### config.mk
export PLATFORM = sky130hd
export DESIGN_NAME = uframe_slot_sel
export DESIGN_NICKNAME = d
export VERILOG_FILES = /design/src/rtl/uslot_pkg.sv /design/src/rtl/uframe_idx_ctr.sv /design/src/rtl/uframe_mask_pick.sv /design/src/rtl/uframe_slot_sel.sv
export SDC_FILE = /design/constraint.sdc
export NUM_CORES = 1
export LEC_CHECK = 0
export BUFFER_PORTS_ARGS = -buffer_cell sky130_fd_sc_hd__buf_2
export CAP_MARGIN = 20
export CORE_ASPECT_RATIO = 0.7
export CORE_MARGIN = 2
export CORE_UTILIZATION = 42
export CTS_CLUSTER_SIZE = 8
export DETAILED_ROUTE_END_ITERATION = 8
export GPL_TIMING_DRIVEN = 0
export MAX_ROUTING_LAYER = met4
export PLACE_DENSITY = 0.8
export SYNTH_ARGS = -nofsm -noshare
export SYNTH_HDL_FRONTEND = slang
export SYNTH_HIERARCHICAL = 1
export SYNTH_SLANG_ARGS = --single-unit
### constraint.sdc
create_clock -name clk -period 1.4 [get_ports clk]
set_input_delay 0.42 -clock clk [delete_from_list [all_inputs] [get_ports clk]]
set_output_delay 0.42 -clock clk [all_outputs]
set_load 0.01 [all_outputs]
### src/rtl/uslot_pkg.sv
package uslot_pkg;
    localparam logic [1:0] SPD_FULL = 2'b00;
    localparam logic [1:0] SPD_LOW  = 2'b01;
    localparam logic [1:0] SPD_HIGH = 2'b10;

    typedef struct packed {
        logic normal;
        logic ssplit;
        logic csplit;
        logic err;
    } cand_t;
endpackage

### src/rtl/uframe_idx_ctr.sv
module uframe_idx_ctr #(
    parameter int IDX_W = 14
) (
    input  logic             clk,
    input  logic             rst_n,
    input  logic             tick,
    output logic [IDX_W-1:0] idx_o
);
    localparam logic [IDX_W-1:0] IDX_MAX = '1;

    logic [IDX_W-1:0] idx_d, idx_q;

    always_comb begin
        idx_d = idx_q;
        if (tick) idx_d = idx_q + IDX_W'(1);
    end

    always_ff @(posedge clk) begin
        if (!rst_n) idx_q <= '0;
        else        idx_q <= idx_d;
    end

    assign idx_o = idx_q;


    idx_wrap_chk: assert property (@(posedge clk) disable iff (!rst_n)
        (tick && idx_q == IDX_MAX) |=> (idx_q == '0));

    idx_hold_chk: assert property (@(posedge clk) disable iff (!rst_n)
        !tick |=> $stable(idx_q));
endmodule

### src/rtl/uframe_mask_pick.sv
module uframe_mask_pick #(
    parameter int UF_BITS = 3
) (
    input  logic [(1<<UF_BITS)-1:0] mask_i,
    input  logic [UF_BITS-1:0]      slot_i,
    output logic                    hit_o,
    output logic                    zero_o
);
    always_comb begin
        hit_o  = mask_i[slot_i];
        zero_o = (mask_i == '0);
    end
endmodule

### src/rtl/uframe_slot_sel.sv
module uframe_slot_sel
    import uslot_pkg::*;
#(
    parameter int IDX_W   = 14,
    parameter int UF_BITS = 3
) (
    input  logic                           clk,
    input  logic                           rst_n,
    input  logic                           uframe_tick,
    input  logic [2*(1<<UF_BITS)-1:0]      cap_word,
    input  logic [1:0]                     speed,
    input  logic                           entry_active,
    input  logic                           split_pending,
    input  logic                           on_periodic,
    output logic [IDX_W-1:0]               frame_idx,
    output logic                           cand_normal,
    output logic                           cand_ssplit,
    output logic                           cand_csplit,
    output logic                           mask_err
);
    localparam int MASK_W = 1 << UF_BITS;

    logic [IDX_W-1:0] idx;
    logic             s_hit, s_zero, c_hit, c_zero, slow;
    cand_t            cand_d, cand_q;

    uframe_idx_ctr #(.IDX_W(IDX_W)) ctr_i (
        .clk   (clk),
        .rst_n (rst_n),
        .tick  (uframe_tick),
        .idx_o (idx)
    );

    uframe_mask_pick #(.UF_BITS(UF_BITS)) smask_i (
        .mask_i (cap_word[MASK_W-1:0]),
        .slot_i (idx[UF_BITS-1:0]),
        .hit_o  (s_hit),
        .zero_o (s_zero)
    );

    uframe_mask_pick #(.UF_BITS(UF_BITS)) cmask_i (
        .mask_i (cap_word[2*MASK_W-1:MASK_W]),
        .slot_i (idx[UF_BITS-1:0]),
        .hit_o  (c_hit),
        .zero_o (c_zero)
    );

    always_comb begin
        slow   = (speed == SPD_FULL) || (speed == SPD_LOW);
        cand_d = '0;
        if (on_periodic) begin
            cand_d.err = s_zero || (slow && c_zero);
        end else begin
            cand_d.err = !s_zero;
        end
        if (on_periodic && !cand_d.err && entry_active) begin
            if (!slow) begin
                cand_d.normal = s_hit;
            end else if (split_pending) begin
                cand_d.csplit = c_hit;
            end else begin
                cand_d.ssplit = s_hit;
            end
        end
    end

    always_ff @(posedge clk) begin
        if (!rst_n) cand_q <= '0;
        else        cand_q <= cand_d;
    end

    assign frame_idx   = idx;
    assign cand_normal = cand_q.normal;
    assign cand_ssplit = cand_q.ssplit;
    assign cand_csplit = cand_q.csplit;
    assign mask_err    = cand_q.err;


    one_cand_chk: assert property (@(posedge clk) disable iff (!rst_n)
        $onehot0({cand_q.normal, cand_q.ssplit, cand_q.csplit}));

    async_quiet_chk: assert property (@(posedge clk) disable iff (!rst_n)
        (cand_d.normal || cand_d.ssplit || cand_d.csplit) |=> $past(on_periodic));

    csplit_gate_chk: assert property (@(posedge clk) disable iff (!rst_n)
        cand_d.csplit |=> (cand_csplit && $past(split_pending) && $past(entry_active)));

    ssplit_gate_chk: assert property (@(posedge clk) disable iff (!rst_n)
        cand_d.ssplit |=> !$past(split_pending));

    err_block_chk: assert property (@(posedge clk) disable iff (!rst_n)
        mask_err |-> !(cand_normal || cand_ssplit || cand_csplit));
endmodule

==> impl_metrics.tcl <==
set metrics [dict create \
    die_w_um 61.7 \
    intPower_w 0.000772 \
    path_max_fanout 6 \
    core_area_mm2 0.00217 \
    syn_area_um2 978 \
    grt_pass1_wl_um 3910 \
    drc_errors 0 \
    dr.pass1.iters 4 \
    finalWeightedCongestion 0.768 \
    cts_max_path_buffers 2 \
    drv_slew 0 \
    fp-row-count 14 \
    skew_ns 0.00210 \
    hold_viol_final 0 \
    htreeDepth 1 \
    violations "setup timing" \
    leakagePower_nw 0.599 \
    drt-wirelength-per-cell_um 14.0 \
    r2r_slack_ns -0.07 \
    ys_seq_elements 18 \
    switching_power_w 0.000252 \
    async_flop_share 0 \
    cp_data_arrival_time_ns 1.66 \
    setup_ws_ns -0.0667 \
    port-buffer-count 39 \
    grt_max_degree 11 \
    yosysSeqAreaShare 0.368 \
    first_iter_violations 49 \
    fin_crit_sh 1.05 \
    path_clk_slew_ns 0.11 \
    period_needed_ns 1.47 \
    setup_viol 5 \
    seq_power_share 0.525 \
    die_h_um 44.4 \
    grt_pass1_vias 857 \
    dp_hpwl_um 1860 \
    worstSkewPairLatency_ns 0.29 \
    critical_path_class "reg -> reg" \
    drive_gt1_frac 0.529 \
    cp_cell_sequence "mux4_2 -> mux2_4 -> nand4bb_1 -> nor4_2" \
    root_buffer "clkbuf_4" \
    antenna_found_initial 0 \
    syn_inst 101 \
    grt-ovfl-total 0 \
    antennaDiodeCount 0 \
    clkPwrFrac 0.317 \
    start_util 0.450 \
    fin_nets 181 \
    vdd_drop_max_uv 358 \
    pre_cts_slack_ns -0.203 \
    synth_nets 126 \
    tightest_slew_ns 0.459 \
    critPathLaunchType "flop" \
    cts_sinks 18 \
    drv_cap 0 \
    cts_buffers 3 \
    crit_path_max_incr_delay_ns 0.50 \
    fmax_mhz 682 \
    grt_util_all_layers 0.198 \
    hold_path.class "in -> reg" \
    synth_edf_count 0 \
    ys_types 29 \
    ant_nets 0 \
    routed_wl_um 2610 \
    vias_per_cell 5.31 \
    dieArea_mm2 0.00274 \
    top_level_ports 42 \
    areaGrowthSynthToFinish_pct 45.5 \
    synthFlopType "dfxtp_1" \
    p_per_area_mw_per_mm2 719 \
    worstSetupEndpointType "flop" \
    power_w 0.00102 \
    cts_hold_buf 0 \
    rsz0062_at_grt "true" \
    yosysWarningCount 6 \
    vias 993 \
    syn_area_per_cell_um2 9.69 \
    slew_headroom 0.694 \
    slowest_stage "mux4_2" \
    switching_share 0.246 \
    comb_power_share 0.158 \
    cp.required_ns 1.59 \
    cts_tree "built" \
    status "finished, violations left" \
]
## per-layer routing
metal / track usage / vias up / routed length [um]
li1: - / 495 / -
met1: 0.269 / 476 / 1220
met2: 0.293 / 22 / 1290
met3: 0.0643 / 0 / 105
met4: 0.0340 / 0 / 0
met5: - / - / 0
## per-stage QoR
step                      utilization  TNS (ns)  cells  hold slack [ns]  cell area [um^2]
after floorplan                     -   -0.0469    101            0.486               985
after global placement          0.562     -1.02    172            0.449              1220
after detailed placement        0.562     -1.39    172            0.479              1220
after CTS                       0.607    -0.197    179            0.313              1320
after global routing            0.656    -0.412    187            0.322              1420
final                           0.656    -0.202    187            0.329              1420
## power groups by stage
| stage | Sequential (W) | Clock [W] | Combinational (W) |
|---|---|---|---|
| after detailed placement | 0.000553 | 0 | 0.000132 |
| after global routing | 0.000539 | 0.000356 | 0.000174 |
| after global placement | 0.000551 | 0 | 0.000126 |
| after floorplan | 0.000553 | 0 | 0.0000709 |
| after CTS | 0.000540 | 0.000333 | 0.000149 |
| final | 0.000537 | 0.000325 | 0.000162 |
## kinds of logic after synthesis
kind of cell,share of synthesized area
AND/OR/NAND/NOR,0.292
multiplexers,0.171
XOR/XNOR,0.0358
AO/OA/AOI/OAI,0.0818
flip-flops,0.368
adder cells (fa/ha/maj),0.0128
buffers and inverters,0.0384
## worst max-delay path, delay by kind of cell, from the launching register on
kind	cells	cell delay, ns
and+or+nand+nor	2	0.15
DFF	1	0.43
muxes	2	0.78
## state kept, by name, summed over array words and instances, names as in the netlist
signal       flops
cand_ssplit      1
mask_err         1
ctr_i/idx_o     14
cand_csplit      1
cand_normal      1
## cell usage in the layout (no fill, tap or decap), drive strengths merged
| cell type | count |
|---|---|
| mux4 | 4 |
| nand4bb | 1 |
| o21ai | 2 |
| mux2i | 4 |
| inv | 4 |
| nor4 | 6 |
| mux2 | 2 |
| xnor2 | 1 |
| o211a | 1 |
| nand3 | 4 |
| o31ai | 4 |
| a21oi | 6 |
| clkbuf | 5 |
| nand2b | 4 |
| nand2 | 9 |
| nor2 | 7 |
| or3 | 2 |
| nand4b | 1 |
| nor2b | 1 |
| buf | 52 |
| ha | 1 |
| or2b | 1 |
| dfxtp | 18 |
| xor2 | 3 |
| or4 | 8 |
| nand4 | 4 |
## cells in the mapped netlist, types with 2 or more instances
cell,count,area (um^2)
a21oi_1,6,30.0
or3_1,2,12.5
mux2i_1,4,40.0
nand2_1,9,33.8
nor2_1,7,26.3
inv_1,4,15.0
or4_1,8,60.1
nor4_1,6,37.5
mux4_1,4,105
o21ai_0,2,10.0
nand3_1,3,15.0
nand2b_1,4,25.0
dfxtp_1,18,360
mux2_2,2,22.5
nand4_1,3,18.8
xor2_1,3,26.3
o31ai_1,4,30.0
## cell type report
cell class	instances	area [um^2]
Tap cell	32	40.0
Timing Repair Buffer	50	288
Fill cell	197	748
Buffer	3	22.5
Sequential cell	18	379
Clock buffer	4	36.3
Inverter	4	15.0
Multi-Input combinational cell	76	643
## path summary, 6_finish.rpt
| check | start | end | cells past startpoint |
|---|---|---|---|
| hold reg to reg | ctr_i/idx_o[13]$_SDFFE_PN0P_ | ctr_i/idx_o[13]$_SDFFE_PN0P_ | 2 |
| setup reg to reg | ctr_i/idx_o[0]$_SDFFE_PN0P_ | cand_ssplit$_SDFF_PP0_ | 4 |
| setup / recovery | ctr_i/idx_o[0]$_SDFFE_PN0P_ | cand_ssplit$_SDFF_PP0_ | 4 |
| hold / removal | speed[1] | cand_csplit$_SDFF_PN0_ | 2 |
## repair_timing
action | CTS | global route
cloned | 0 | 0
buffers inserted | 3 | 8
pin swaps | 1 | 8
setup endpoints to repair | 9 | 13
resized for setup | 9 | 11
No activity file was read; power rests on OpenSTA's default activity.
